## config.mk

```make
export PLATFORM = sky130hd
export DESIGN_NAME = qrss_sync_det
export DESIGN_NICKNAME = d
export VERILOG_FILES = /design/src/rtl/qrss_pkg.sv /design/src/rtl/qrss_ref.sv /design/src/rtl/qrss_win.sv /design/src/rtl/qrss_out.sv /design/src/rtl/qrss_sync_det.sv
export SDC_FILE = /design/constraint.sdc
export NUM_CORES = 1
export LEC_CHECK = 0
export ABC_AREA = 1
export BUFFER_PORTS_ARGS = -buffer_cell sky130_fd_sc_hd__buf_2
export CORE_MARGIN = 5
export CORE_UTILIZATION = 35
export DETAILED_ROUTE_END_ITERATION = 8
export GPL_ROUTABILITY_DRIVEN = 0
export MAX_ROUTING_LAYER = met4
export PLACE_DENSITY = 0.54
export SLEW_MARGIN = 20
export SYNTH_ARGS = -nofsm -noshare
export SYNTH_HDL_FRONTEND = slang
export SYNTH_HIERARCHICAL = 1
export SYNTH_SLANG_ARGS = --single-unit
```

## constraint.sdc

```tcl
create_clock -name clk -period 2.72 [get_ports clk]
set_input_delay 0.68 -clock clk [delete_from_list [all_inputs] [get_ports clk]]
set_output_delay 0.68 -clock clk [all_outputs]
set_load 0.01 [all_outputs]
```

## src/rtl/qrss_pkg.sv

```systemverilog
package qrss_pkg;
  typedef enum logic {
    HUNT_SEED  = 1'b0,
    HUNT_TRACK = 1'b1
  } hunt_t;
endpackage

```

## src/rtl/qrss_ref.sv

```systemverilog
// Self-seeding reference generator: loads received bits while seeding,
// free-runs the shift register while tracking.
module qrss_ref #(
  parameter int LEN = 20,
  parameter int TAP = 17,
  parameter int JAM = 14
) (
  input  logic clk,
  input  logic rst,
  input  logic step,
  input  logic load,
  input  logic rx_bit,
  output logic pred
);
  localparam int ZW = $clog2(JAM + 2);
  localparam logic [ZW-1:0] ZMAX = {ZW{1'b1}};

  logic [LEN-1:0] sr;
  logic [ZW-1:0]  zrun;
  logic           raw, nb;

  always_comb begin
    raw  = sr[LEN-1] ^ sr[TAP-1];
    pred = raw | (zrun >= ZW'(JAM));
    nb   = load ? rx_bit : raw;
  end

  always_ff @(posedge clk) begin
    if (rst) begin
      sr   <= '0;
      zrun <= '0;
    end else if (step) begin
      sr   <= {sr[LEN-2:0], nb};
      zrun <= nb ? '0 : ((zrun == ZMAX) ? zrun : zrun + 1'b1);
    end
  end
endmodule

```

## src/rtl/qrss_win.sv

```systemverilog
// Seed/track sequencer with windowed error counting and lock hysteresis.
module qrss_win
  import qrss_pkg::*;
#(
  parameter int WIN_LEN    = 128,
  parameter int SEED_LEN   = 20,
  parameter int LOCK_MAX   = 3,
  parameter int UNLOCK_MIN = 5
) (
  input  logic clk,
  input  logic rst,
  input  logic step,
  input  logic los,
  input  logic mismatch,
  output logic seeding,
  output logic locked,
  output logic bit_err
);
  localparam int WW = $clog2(WIN_LEN);
  localparam int SW = $clog2(SEED_LEN);
  localparam int EW = $clog2(UNLOCK_MIN + 1);

  hunt_t         st;
  logic [WW-1:0] win_cnt;
  logic [SW-1:0] seed_cnt;
  logic [EW-1:0] err_cnt, err_sum;

  always_comb begin
    err_sum = (err_cnt == EW'(UNLOCK_MIN)) ? err_cnt : err_cnt + EW'(mismatch);
    seeding = (st == HUNT_SEED);
    bit_err = step & ~los & locked & (st == HUNT_TRACK) & mismatch;
  end

  always_ff @(posedge clk) begin
    if (rst || los) begin
      st       <= HUNT_SEED;
      locked   <= 1'b0;
      win_cnt  <= '0;
      seed_cnt <= '0;
      err_cnt  <= '0;
    end else if (step) begin
      if (st == HUNT_SEED) begin
        if (seed_cnt == SW'(SEED_LEN - 1)) begin
          st       <= HUNT_TRACK;
          seed_cnt <= '0;
          win_cnt  <= '0;
          err_cnt  <= '0;
        end else begin
          seed_cnt <= seed_cnt + 1'b1;
        end
      end else if (win_cnt == WW'(WIN_LEN - 1)) begin
        win_cnt <= '0;
        err_cnt <= '0;
        if (locked) begin
          if (err_sum >= EW'(UNLOCK_MIN)) begin
            locked <= 1'b0;
            st     <= HUNT_SEED;
          end
        end else if (err_sum <= EW'(LOCK_MAX)) begin
          locked <= 1'b1;
        end else begin
          st <= HUNT_SEED;
        end
      end else begin
        win_cnt <= win_cnt + 1'b1;
        err_cnt <= err_sum;
      end
    end
  end
endmodule

```

## src/rtl/qrss_out.sv

```systemverilog
// Detect output with phased error pulses, change flag and interrupt.
module qrss_out (
  input  logic clk,
  input  logic rst,
  input  logic locked,
  input  logic los,
  input  logic bit_err,
  input  logic phase,
  input  logic edge_sel,
  input  logic irq_mask,
  input  logic chg_clr,
  output logic qpd,
  output logic chg_flag,
  output logic irq
);
  logic hold, lk_d, fire, chg_nx;

  always_comb begin
    fire   = hold & (phase != edge_sel);
    chg_nx = (locked != lk_d) | (chg_flag & ~chg_clr);
  end

  always_ff @(posedge clk) begin
    if (rst) begin
      hold     <= 1'b0;
      lk_d     <= 1'b0;
      qpd      <= 1'b1;
      chg_flag <= 1'b0;
      irq      <= 1'b0;
    end else begin
      hold     <= locked & ~los & (bit_err | (hold & ~fire));
      lk_d     <= locked;
      qpd      <= los | ~locked | fire;
      chg_flag <= chg_nx;
      irq      <= chg_nx & ~irq_mask;
    end
  end
endmodule

```

## src/rtl/qrss_sync_det.sv

```systemverilog
module qrss_sync_det #(
  parameter int LFSR_LEN   = 20,
  parameter int LFSR_TAP   = 17,
  parameter int JAM_RUN    = 14,
  parameter int WIN_LEN    = 128,
  parameter int LOCK_MAX   = 3,
  parameter int UNLOCK_MIN = 5
) (
  input  logic clk,
  input  logic rst,
  input  logic bit_en,
  input  logic phase,
  input  logic rx_bit,
  input  logic edge_sel,
  input  logic los,
  input  logic irq_mask,
  input  logic chg_clr,
  output logic qpd,
  output logic sync_st,
  output logic chg_flag,
  output logic irq
);
  localparam int SEED_LEN = LFSR_LEN;

  logic pred, seeding, locked, bit_err, mismatch;

  qrss_ref #(.LEN(LFSR_LEN), .TAP(LFSR_TAP), .JAM(JAM_RUN)) u_ref (
    .clk(clk), .rst(rst || los), .step(bit_en), .load(seeding),
    .rx_bit(rx_bit), .pred(pred)
  );

  assign mismatch = rx_bit ^ pred;

  qrss_win #(.WIN_LEN(WIN_LEN), .SEED_LEN(SEED_LEN),
             .LOCK_MAX(LOCK_MAX), .UNLOCK_MIN(UNLOCK_MIN)) u_win (
    .clk(clk), .rst(rst), .step(bit_en), .los(los), .mismatch(mismatch),
    .seeding(seeding), .locked(locked), .bit_err(bit_err)
  );

  qrss_out u_out (
    .clk(clk), .rst(rst), .locked(locked), .los(los), .bit_err(bit_err),
    .phase(phase), .edge_sel(edge_sel), .irq_mask(irq_mask),
    .chg_clr(chg_clr), .qpd(qpd), .chg_flag(chg_flag), .irq(irq)
  );

  assign sync_st = locked;
endmodule

```

; After elaboration in Yosys (flattened, before gate mapping)
; Cells that the tools add are included.
[word_totals]
ff_bits = 46
inputBits = 9
word_cells = 72
[classes]
n_addsub = 4
order_cmp = 3
n_eq_ne = 7
muxes = 17
bitwise = 23
n_reduce_logical = 6
[op_table]
columns = cell, count
row1 = two-way mux 7 bit, 3
row2 = two-way mux 3 bit, 4
row3 = bitwise AND 1 bit, 10
row4 = two-way mux 4 bit, 2
row5 = "adder 7 x 1 -> 7 bit, second input constant", 1
row6 = "== test 7 bit, second input constant", 1
row7 = two-way mux 1 bit, 7
row8 = NOT 1 bit, 6
row9 = AND reduction 2 bit, 3
row10 = "adder 5 x 1 -> 5 bit, second input constant", 1
row11 = "== test 5 bit, second input constant", 1
row12 = two-way mux 5 bit, 1
row13 = bitwise OR 1 bit, 5
row14 = "adder 4 x 1 -> 4 bit, second input constant", 1
row15 = "== test 4 bit, second input constant", 1
row16 = ">= comparator 4 bit, second input constant", 1
row17 = adder 3 x 1 -> 3 bit, 1
row18 = "== test 3 bit, second input constant", 1
row19 = ">= comparator 3 bit, second input constant", 1
row20 = "less-or-equal comparator 3 x 2 -> 1 bit, second input constant", 1
row21 = AND reduction 3 bit, 1
row22 = != test 1 bit, 2
row23 = "!= test 2 x 1 -> 1 bit, second input constant", 1
row24 = nonzero test 2 bit, 1
row25 = other kinds (2), 3

; Longest topological paths before layout
; Gate-level depths: netlist (run 1).
[logic_depth]
word_depth = 10
depth_mapped = 15
depth_no_buf = 15

; Cells and area by module
; Netlist (run 1), hierarchy kept.
[by_module_without_submodules]
columns = mod, n_inst, cells_per_inst, area_per_inst_um2, seq_area_each_um2
row1 = qrss_ref, 1, 138, 1009.7, 480.5
row2 = qrss_win, 1, 131, 957.2, 340.3
row3 = qrss_out, 1, 29, 211.5, 100.1
row4 = qrss_sync_det, 1, 6, 25.0, 0.0

; Worst setup path before layout (run 1)
; No wires, ideal clock.
[synth_timing]
kind = register -> register
from = register u_ref.zrun[0]
to = register u_win.locked
setup_time_ns = 0.111
arrival_time_ns = 1.858
required_time_ns = 2.609
setup_slack_ns = 0.751
path_stages_with_launch = 15
path_buffers = 0
path_cell_list = dfxtp_1 -> inv_1 -> ha_1 -> o21ai_0 -> nand3_1 -> nand2_1 -> nand2_1 -> ha_1 -> ha_1 -> inv_1 -> nand4_1 -> nand3_1 -> nand2_1 -> nor2_1 -> nor2_1
[synth_between]
elab_chain_len = 8
elab_cells_between_ends = 10
classes_between = 1 x add/sub / 3 x order compare / 4 x mux / 2 x bitwise
[synth_rtl]
columns = item, line_no
row1 = start: declaration, qrss_ref.sv:19  ; logic [ZW-1:0] zrun;
row2 = start signal: assignment, qrss_ref.sv:34  ; zrun <= nb ? '0 : ((zrun == ZMAX) ? zrun : zrun + 1'b1);
row3 = >= comparator 4 bit *, qrss_ref.sv:24  ; pred = raw | (zrun >= ZW'(JAM));
row4 = bitwise OR 1 bit *, qrss_ref.sv:24
row5 = net pred, qrss_sync_det.sv:25  ; logic pred, seeding, locked, bit_err, mismatch;
row6 = bitwise XOR 1 bit *, qrss_sync_det.sv:32  ; assign mismatch = rx_bit ^ pred;
row7 = net mismatch, qrss_sync_det.sv:25
row8 = adder 3 x 1 -> 3 bit *, qrss_win.sv:29  ; err_sum = (err_cnt == EW'(UNLOCK_MIN)) ? err_cnt : err_cnt + EW'(mismatch);
row9 = two-way mux 3 bit *, qrss_win.sv:29
row10 = less-or-equal comparator 3 x 2 -> 1 bit / >= comparator 3 bit (equally long branches), "qrss_win.sv:59, qrss_win.sv:55"
row11 = two-way mux 1 bit (on tied branches), "qrss_win.sv:59, qrss_win.sv:55"
row12 = two-way mux 1 bit *, qrss_win.sv:54  ; if (locked) begin
row13 = end signal: assignment, qrss_win.sv:37  ; locked <= 1'b0;
row14 = end signal: assignment, qrss_win.sv:56  ; locked <= 1'b0;
row15 = end signal: assignment, qrss_win.sv:60  ; locked <= 1'b1;
row16 = end: declaration, qrss_win.sv:16  ; output logic locked,
; Mark *: on every way through the listed nets, which the timed path passes. The rest lies on a longest branch.
; A chain may end at the register's enable or synchronous reset.

; Final worst setup path (run 1)
; Same ends and word-level chain as after synthesis.

==> metrics.cfg, run 1 <==
[status]
status=finished, final reports clean

[logic_synthesis]
ys.warnings.count=6
seq_area_frac_synth_pct=41.79
synthTopCellsByArea=dfxtp_1 (42%), nand2_1 (8.7%), nor2_1 (7.7%)
async_flop_share_pct=0
ys.flop_type=dfxtp_1
syn-mean-instance-area_sq_um=7.248
synth_area_sq_um=2203
synthCells=304
synth_edf_count=0
yosysUniqueCellTypes=29
yosys.area.top_type_share_pct=41.79
yosys.area.top_type=dfxtp_1
ys_ff_latch=46
syn_nets=320

[global_route]
grt_pass1_vias=1612
grt_max_degree=22
grt-ovfl-total=0
grt_usage_pct=11.45
antenna_found_initial=0
grt_pass1_wl_mm=7.086

[drt]
antenna_left=0
routed_wl_mm=4.087
wire_per_inst_um=10.43
vias=1823
via_per_inst=4.651
drc_errors=0
drt-pass1-iter-count=4
drtIter0Drc=104

[floorplan]
rows=29
ioPinCount=13
start_util_pct=35.30
core-area_sq_um=6241
die_h_um=89.35
dieArea_sq_um=7983
die_w_um=89.35

[setup_path]
r2r_setup_slack_ns=0.60
timing.rr.start=u_ref/zrun[0]$_SDFFE_PP0P_
slowest_stage=dfxtp_1
crit_required_ns=2.92
crit_type=reg -> reg
end_kind=register
r2r_cells=14
crit_path_max_incr_delay_ns=0.40
arrival_ns=2.33
crit_path_start_kind=register
cp_max_fo=5
crit_chain=inv_1 > ha_1 > o21ai_0 > nand3_1 > nand2_1 > nand2_1 > ha_1 > ha_1 > inv_1 > nand4_1 > nand3_1 > nand2_1 > nor2_1 > nor2_1
cp-startpoint=u_ref/zrun[0]$_SDFFE_PP0P_
r2r_end=u_win/locked$_SDFFE_PP0P_

[timing]
finalCritPeriodShare_pct=78.03
worst_pin_slew_ns=0.5420
hold_viol=0
clock-skew-final_ns=0.005045
drv_slew=0
timing.fmax_mhz=471.2
relSlewSlack_pct=63.83
rsz0062_at_grt=no
setup_tns_ns=0
whs_ns=0.4771
fin_crit_ns=2.122
setup_violations=0
fin_ws_ns=0.5976

[clock_network]
post_cts_resized=0
htree_levels=2
clk_pin_slew_ns=0.09
insertion_delay_ns=0.29
clockBufferDepth=2
clock_sink_count=46
postCtsHoldBufs=0
numCtsBuffers=5
cts_tree=done
cts_setup_buffers=0
cts_root_buf=clkbuf_8

[pwr]
powerDensity_nw_per_um2=500.2
vdd_ir_drop_max_mv=0.1815
power.total_mw=1.204
p_leak_nw=1.010

[final_layout]
ff_latch_area_sq_um=920.9
layout-drive-gt1-share_pct=13.97
final_cell_mix=nand2_1 (51), dfxtp_1 (46), nor2_1 (45), inv_1 (33), nand3_1 (28)
area_growth_pct=9.199
multi_input_area_sq_um=1076
antenna_cells=0
layout.nets=330
layout_commonest_cell=nand2_1
postLayoutCellArea_sq_um=2406
n_fill_cell=653

[min_path]
min_to=u_out/qpd$_SDFF_PP1_
whs_path_depth=2
min_from=u_out/hold$_SDFF_PP0_
holdCritPathClass=reg -> reg

[placement]
detailed_place_hpwl_mm=2.822
place_area_sq_um=2311
pre_cts_ws_ns=0.5938
port_buffers=12

[run]
maxCapViolCount=0

==> routing by layer <==
layer | track usage (%) | share of wire, % | vias to the layer above
li1 | - | - | 998
met1 | 14.21 | 50 | 803
met2 | 18.02 | 45 | 16
met3 | 2.581 | 3.0 | 6
met4 | 4.465 | 1.9 | 0
met5 | - | 0 | -
==> critical path: cells and delay by family (launching register included) <==
| kind | cells | cell delay (ns) |
|---|---|---|
| compound gates | 1 | 0.15 |
| flops | 1 | 0.40 |
| fa+ha+maj | 3 | 0.66 |
| simple gates | 8 | 0.67 |
| buf+inv | 2 | 0.16 |
==> sequential cells by signal, summed over array words and instances, names as in the netlist <==
signal / flops
u_out/hold: 1
u_win/win_cnt: 7
u_ref/sr: 20
u_out/chg_flag: 1
u_ref/zrun: 4
u_out/qpd: 1
u_out/lk_d: 1
u_win/err_cnt: 3
u_out/irq: 1
u_win/locked: 1
u_win/seed_cnt: 5
u_win/st: 1
==> where the power goes <==
group / total [mW] / internal (mW) / switching [mW]
Combinational: 0.0740 / 0.0249 / 0.0491
Clock: 0.438 / 0.205 / 0.233
Sequential: 0.692 / 0.685 / 0.00716
==> stage by stage <==
step	utilization, %	instances
floorplan	-	304
global placement	37.03	384
detailed placement	37.03	384
CTS	38.55	392
global route	38.55	392
finish	38.55	392
==> area by class of cell <==
cell class,instances,share of cell area (%)
Multi-Input combinational cell,208,44.72
Sequential cell,46,38.27
Inverter,40,6.240
Tap cell,77,4.004
Clock buffer,6,3.432
Timing Repair Buffer,13,2.808
Clock inverter,2,0.5200
==> Yosys cell counts (all sizes together) (2+ instances only) <==
cell and instances:
inv 39, nor2 53, o21ai 24, xnor2 2
a21oi 18, or2 2, buf 9, nand3 31
ha 7, nand3b 2, nand4 10, dfxtp 46
nand2 55
==> how the worst max path moves through the flow <==
stage / endpoint / slack, ns / cells past startpoint
floorplan: u_win/locked$_SDFFE_PP0P_ / 0.75 / 14
global placement: u_win/locked$_SDFFE_PP0P_ / 0.65 / 14
detailed placement: u_win/locked$_SDFFE_PP0P_ / 0.59 / 14
CTS: u_win/locked$_SDFFE_PP0P_ / 0.58 / 14
global route: u_win/locked$_SDFFE_PP0P_ / 0.40 / 14
finish: u_win/locked$_SDFFE_PP0P_ / 0.60 / 14
==> kinds of logic after synthesis <==
logic type | synth area share (%)
xor+xnor | 1.193
simple gates | 33.62
fa+ha+maj | 3.975
buf+inv | 9.369
flops | 41.79
compound gates | 10.05
Power figures use the tool's default switching activity.
==> run 2: changes to the inputs <==
Clock period 2.72 ns to 2.2 ns, I/O delays scaled along.
==> metrics.cfg, run 2 (same netlist as run 1, synthesis figures left out) <==
[setup_path]
crit_path_max_incr_delay_ns=0.34  ; was 0.40 ns
path_buf_inv=2  ; unchanged
cp_num_cells=14  ; unchanged
crit_type=reg -> reg  ; unchanged
r2r_cells=14  ; unchanged
cp_max_fo=2  ; was 5
crit_path_start_kind=register  ; unchanged
end_kind=register  ; unchanged
crit_family=adder cells  ; was simple AND/OR/NAND/NOR gates
arrival_ns=2.22  ; was 2.33 ns
slowest_stage=dfxtp_1  ; unchanged
crit_required_ns=2.41  ; was 2.92 ns
crit_chain=inv_1 > ha_1 > o21ai_1 > nand3_1 > nand2_1 > nand2_1 > ha_1 > ha_1 > inv_1 > nand4_1 > nand3_2 > nand2_1 > nor2_1 > nor2_1  ; was inv_1 > ha_1 > o21ai_0 > nand3_1 > nand2_1 > nand2_1 > ha_1 > ha_1 > inv_1 > nand4_1 > nand3_1 > nand2_1 > nor2_1 > nor2_1

[drt]
vias=1828  ; was 1823
drt-pass1-iter-count=4  ; unchanged
drtIter0Drc=95  ; was 104
wire_per_inst_um=10.43  ; about the same
routed_wl_mm=4.108  ; was 4.087 mm
drc_errors=0  ; unchanged
antenna_left=0  ; unchanged
via_per_inst=4.640  ; was 4.651

[clock_network]
cts_tree=done  ; unchanged
clk_pin_slew_ns=0.09  ; about the same
htree_levels=2  ; unchanged
cts_root_buf=clkbuf_8  ; unchanged
clockBufferDepth=2  ; unchanged
cts_setup_buffers=0  ; unchanged
clock_sink_count=46  ; unchanged
postCtsHoldBufs=0  ; unchanged
insertion_delay_ns=0.30  ; was 0.29 ns
numCtsBuffers=5  ; unchanged

[timing]
hold_viol=0  ; unchanged
worst_pin_slew_ns=0.5169  ; was 0.5420 ns
relSlewSlack_pct=65.44  ; was 63.83%
finalCritPeriodShare_pct=91.44  ; was 78.03%
fin_crit_ns=2.012  ; was 2.122 ns
setup_violations=0  ; unchanged
clock-skew-final_ns=0.007678  ; was 0.005045 ns
drv_slew=0  ; unchanged
fin_ws_ns=0.1883  ; was 0.5976 ns
setup_tns_ns=0  ; unchanged
timing.fmax_mhz=497.1  ; was 471.2 MHz

[placement]
port_buffers=12  ; unchanged
pre_cts_ws_ns=0.1669  ; was 0.5938 ns
detailed_place_hpwl_mm=2.815  ; was 2.822 mm
dp.cells=386  ; was 384

[pwr]
power.total_mw=1.587  ; was 1.204 mW
p_leak_nw=1.032  ; was 1.010 nW
vdd_ir_drop_max_mv=0.2796  ; was 0.1815 mV
powerDensity_nw_per_um2=647.2  ; was 500.2 nW/um^2

[floorplan]
die_w_um=89.35  ; unchanged
rows=29  ; unchanged
dieArea_sq_um=7983  ; unchanged
die_h_um=89.35  ; unchanged
start_util_pct=35.30  ; unchanged
ioPinCount=13  ; unchanged
core-area_sq_um=6241  ; unchanged

[final_layout]
top_register=u_ref/sr  ; unchanged
final_core_util_pct=39.29  ; was 38.55%
layout_commonest_cell=nand2_1  ; unchanged
antenna_cells=0  ; unchanged
layout.nets=332  ; was 330
area_growth_pct=11.30  ; was 9.199%
layout-drive-gt1-share_pct=15.14  ; was 13.97%
top_regs=u_ref/sr: 20 flops, u_win/win_cnt: 7 flops, u_win/seed_cnt: 5 flops  ; unchanged
final_cell_mix=nand2_1 (51), dfxtp_1 (46), nor2_1 (45), inv_1 (33), nand3_1 (27)  ; was nand2_1 (51), dfxtp_1 (46), nor2_1 (45), inv_1 (33), nand3_1 (28)
largest_reg_flops=20  ; unchanged
finalNonFillerCells=394  ; was 392

[global_route]
antenna_found_initial=0  ; unchanged
grt-ovfl-total=0  ; unchanged
grt_usage_pct=11.23  ; was 11.45%
grt_max_degree=22  ; unchanged
grt_pass1_wl_mm=6.948  ; was 7.086 mm
grt_pass1_vias=1613  ; was 1612

[min_path]
whs_path_depth=2  ; unchanged
holdCritPathClass=in -> reg  ; was reg -> reg

[status]
status=finished, final reports clean  ; unchanged

[run]
maxCapViolCount=0  ; unchanged

-- run 2: per-layer routing --
layer  track usage [%]  vias up  wire (um)
li1                  -      997          -
met1             13.82      798       2035
met2             18.15       27       1805
met3             2.028        6        188
met4             4.465        0         78
met5                 -        -          0
-- run 2: worst paths after layout --
kind,start,endpoint,slack [ns]
worst min register to register,u_out/hold$_SDFF_PP0_,u_out/qpd$_SDFF_PP1_,0.47
worst max-delay path,u_ref/zrun[0]$_SDFFE_PP0P_,u_win/locked$_SDFFE_PP0P_,0.19
worst min-delay path,irq_mask,u_out/irq$_SDFF_PP0_,0.40
worst max register to register,u_ref/zrun[0]$_SDFFE_PP0P_,u_win/locked$_SDFFE_PP0P_,0.19
-- run 2: final cells by class --
class / count / area (sq um)
flip-flops and latches: 46 / 920.9
clock buffers: 5 / 68.82
multi-input cells: 208 / 1089
fillers: 660 / 3789
inverters: 40 / 150.1
clock inverters: 3 / 45.04
repair buffers: 15 / 82.58
well taps: 77 / 96.34
-- run 2: timing repair --
action,in CTS,in global routing
endpoints found under the setup margin,0,2
resized for setup,0,3
hold endpoints to repair,0,0
-- run 2: per-stage QoR --
step	hold slack, ns	cell area (sq um)
after floorplan	0.4290	2203
after global placement	0.4487	2326
after detailed placement	0.4479	2326
after CTS	0.3865	2440
after global routing	0.3852	2452
final	0.3971	2452
-- run 2: power by group --
group	switching (mW)	internal, mW
Sequential	0.00808	0.847
Clock	0.300	0.338
Combinational	0.0621	0.0327
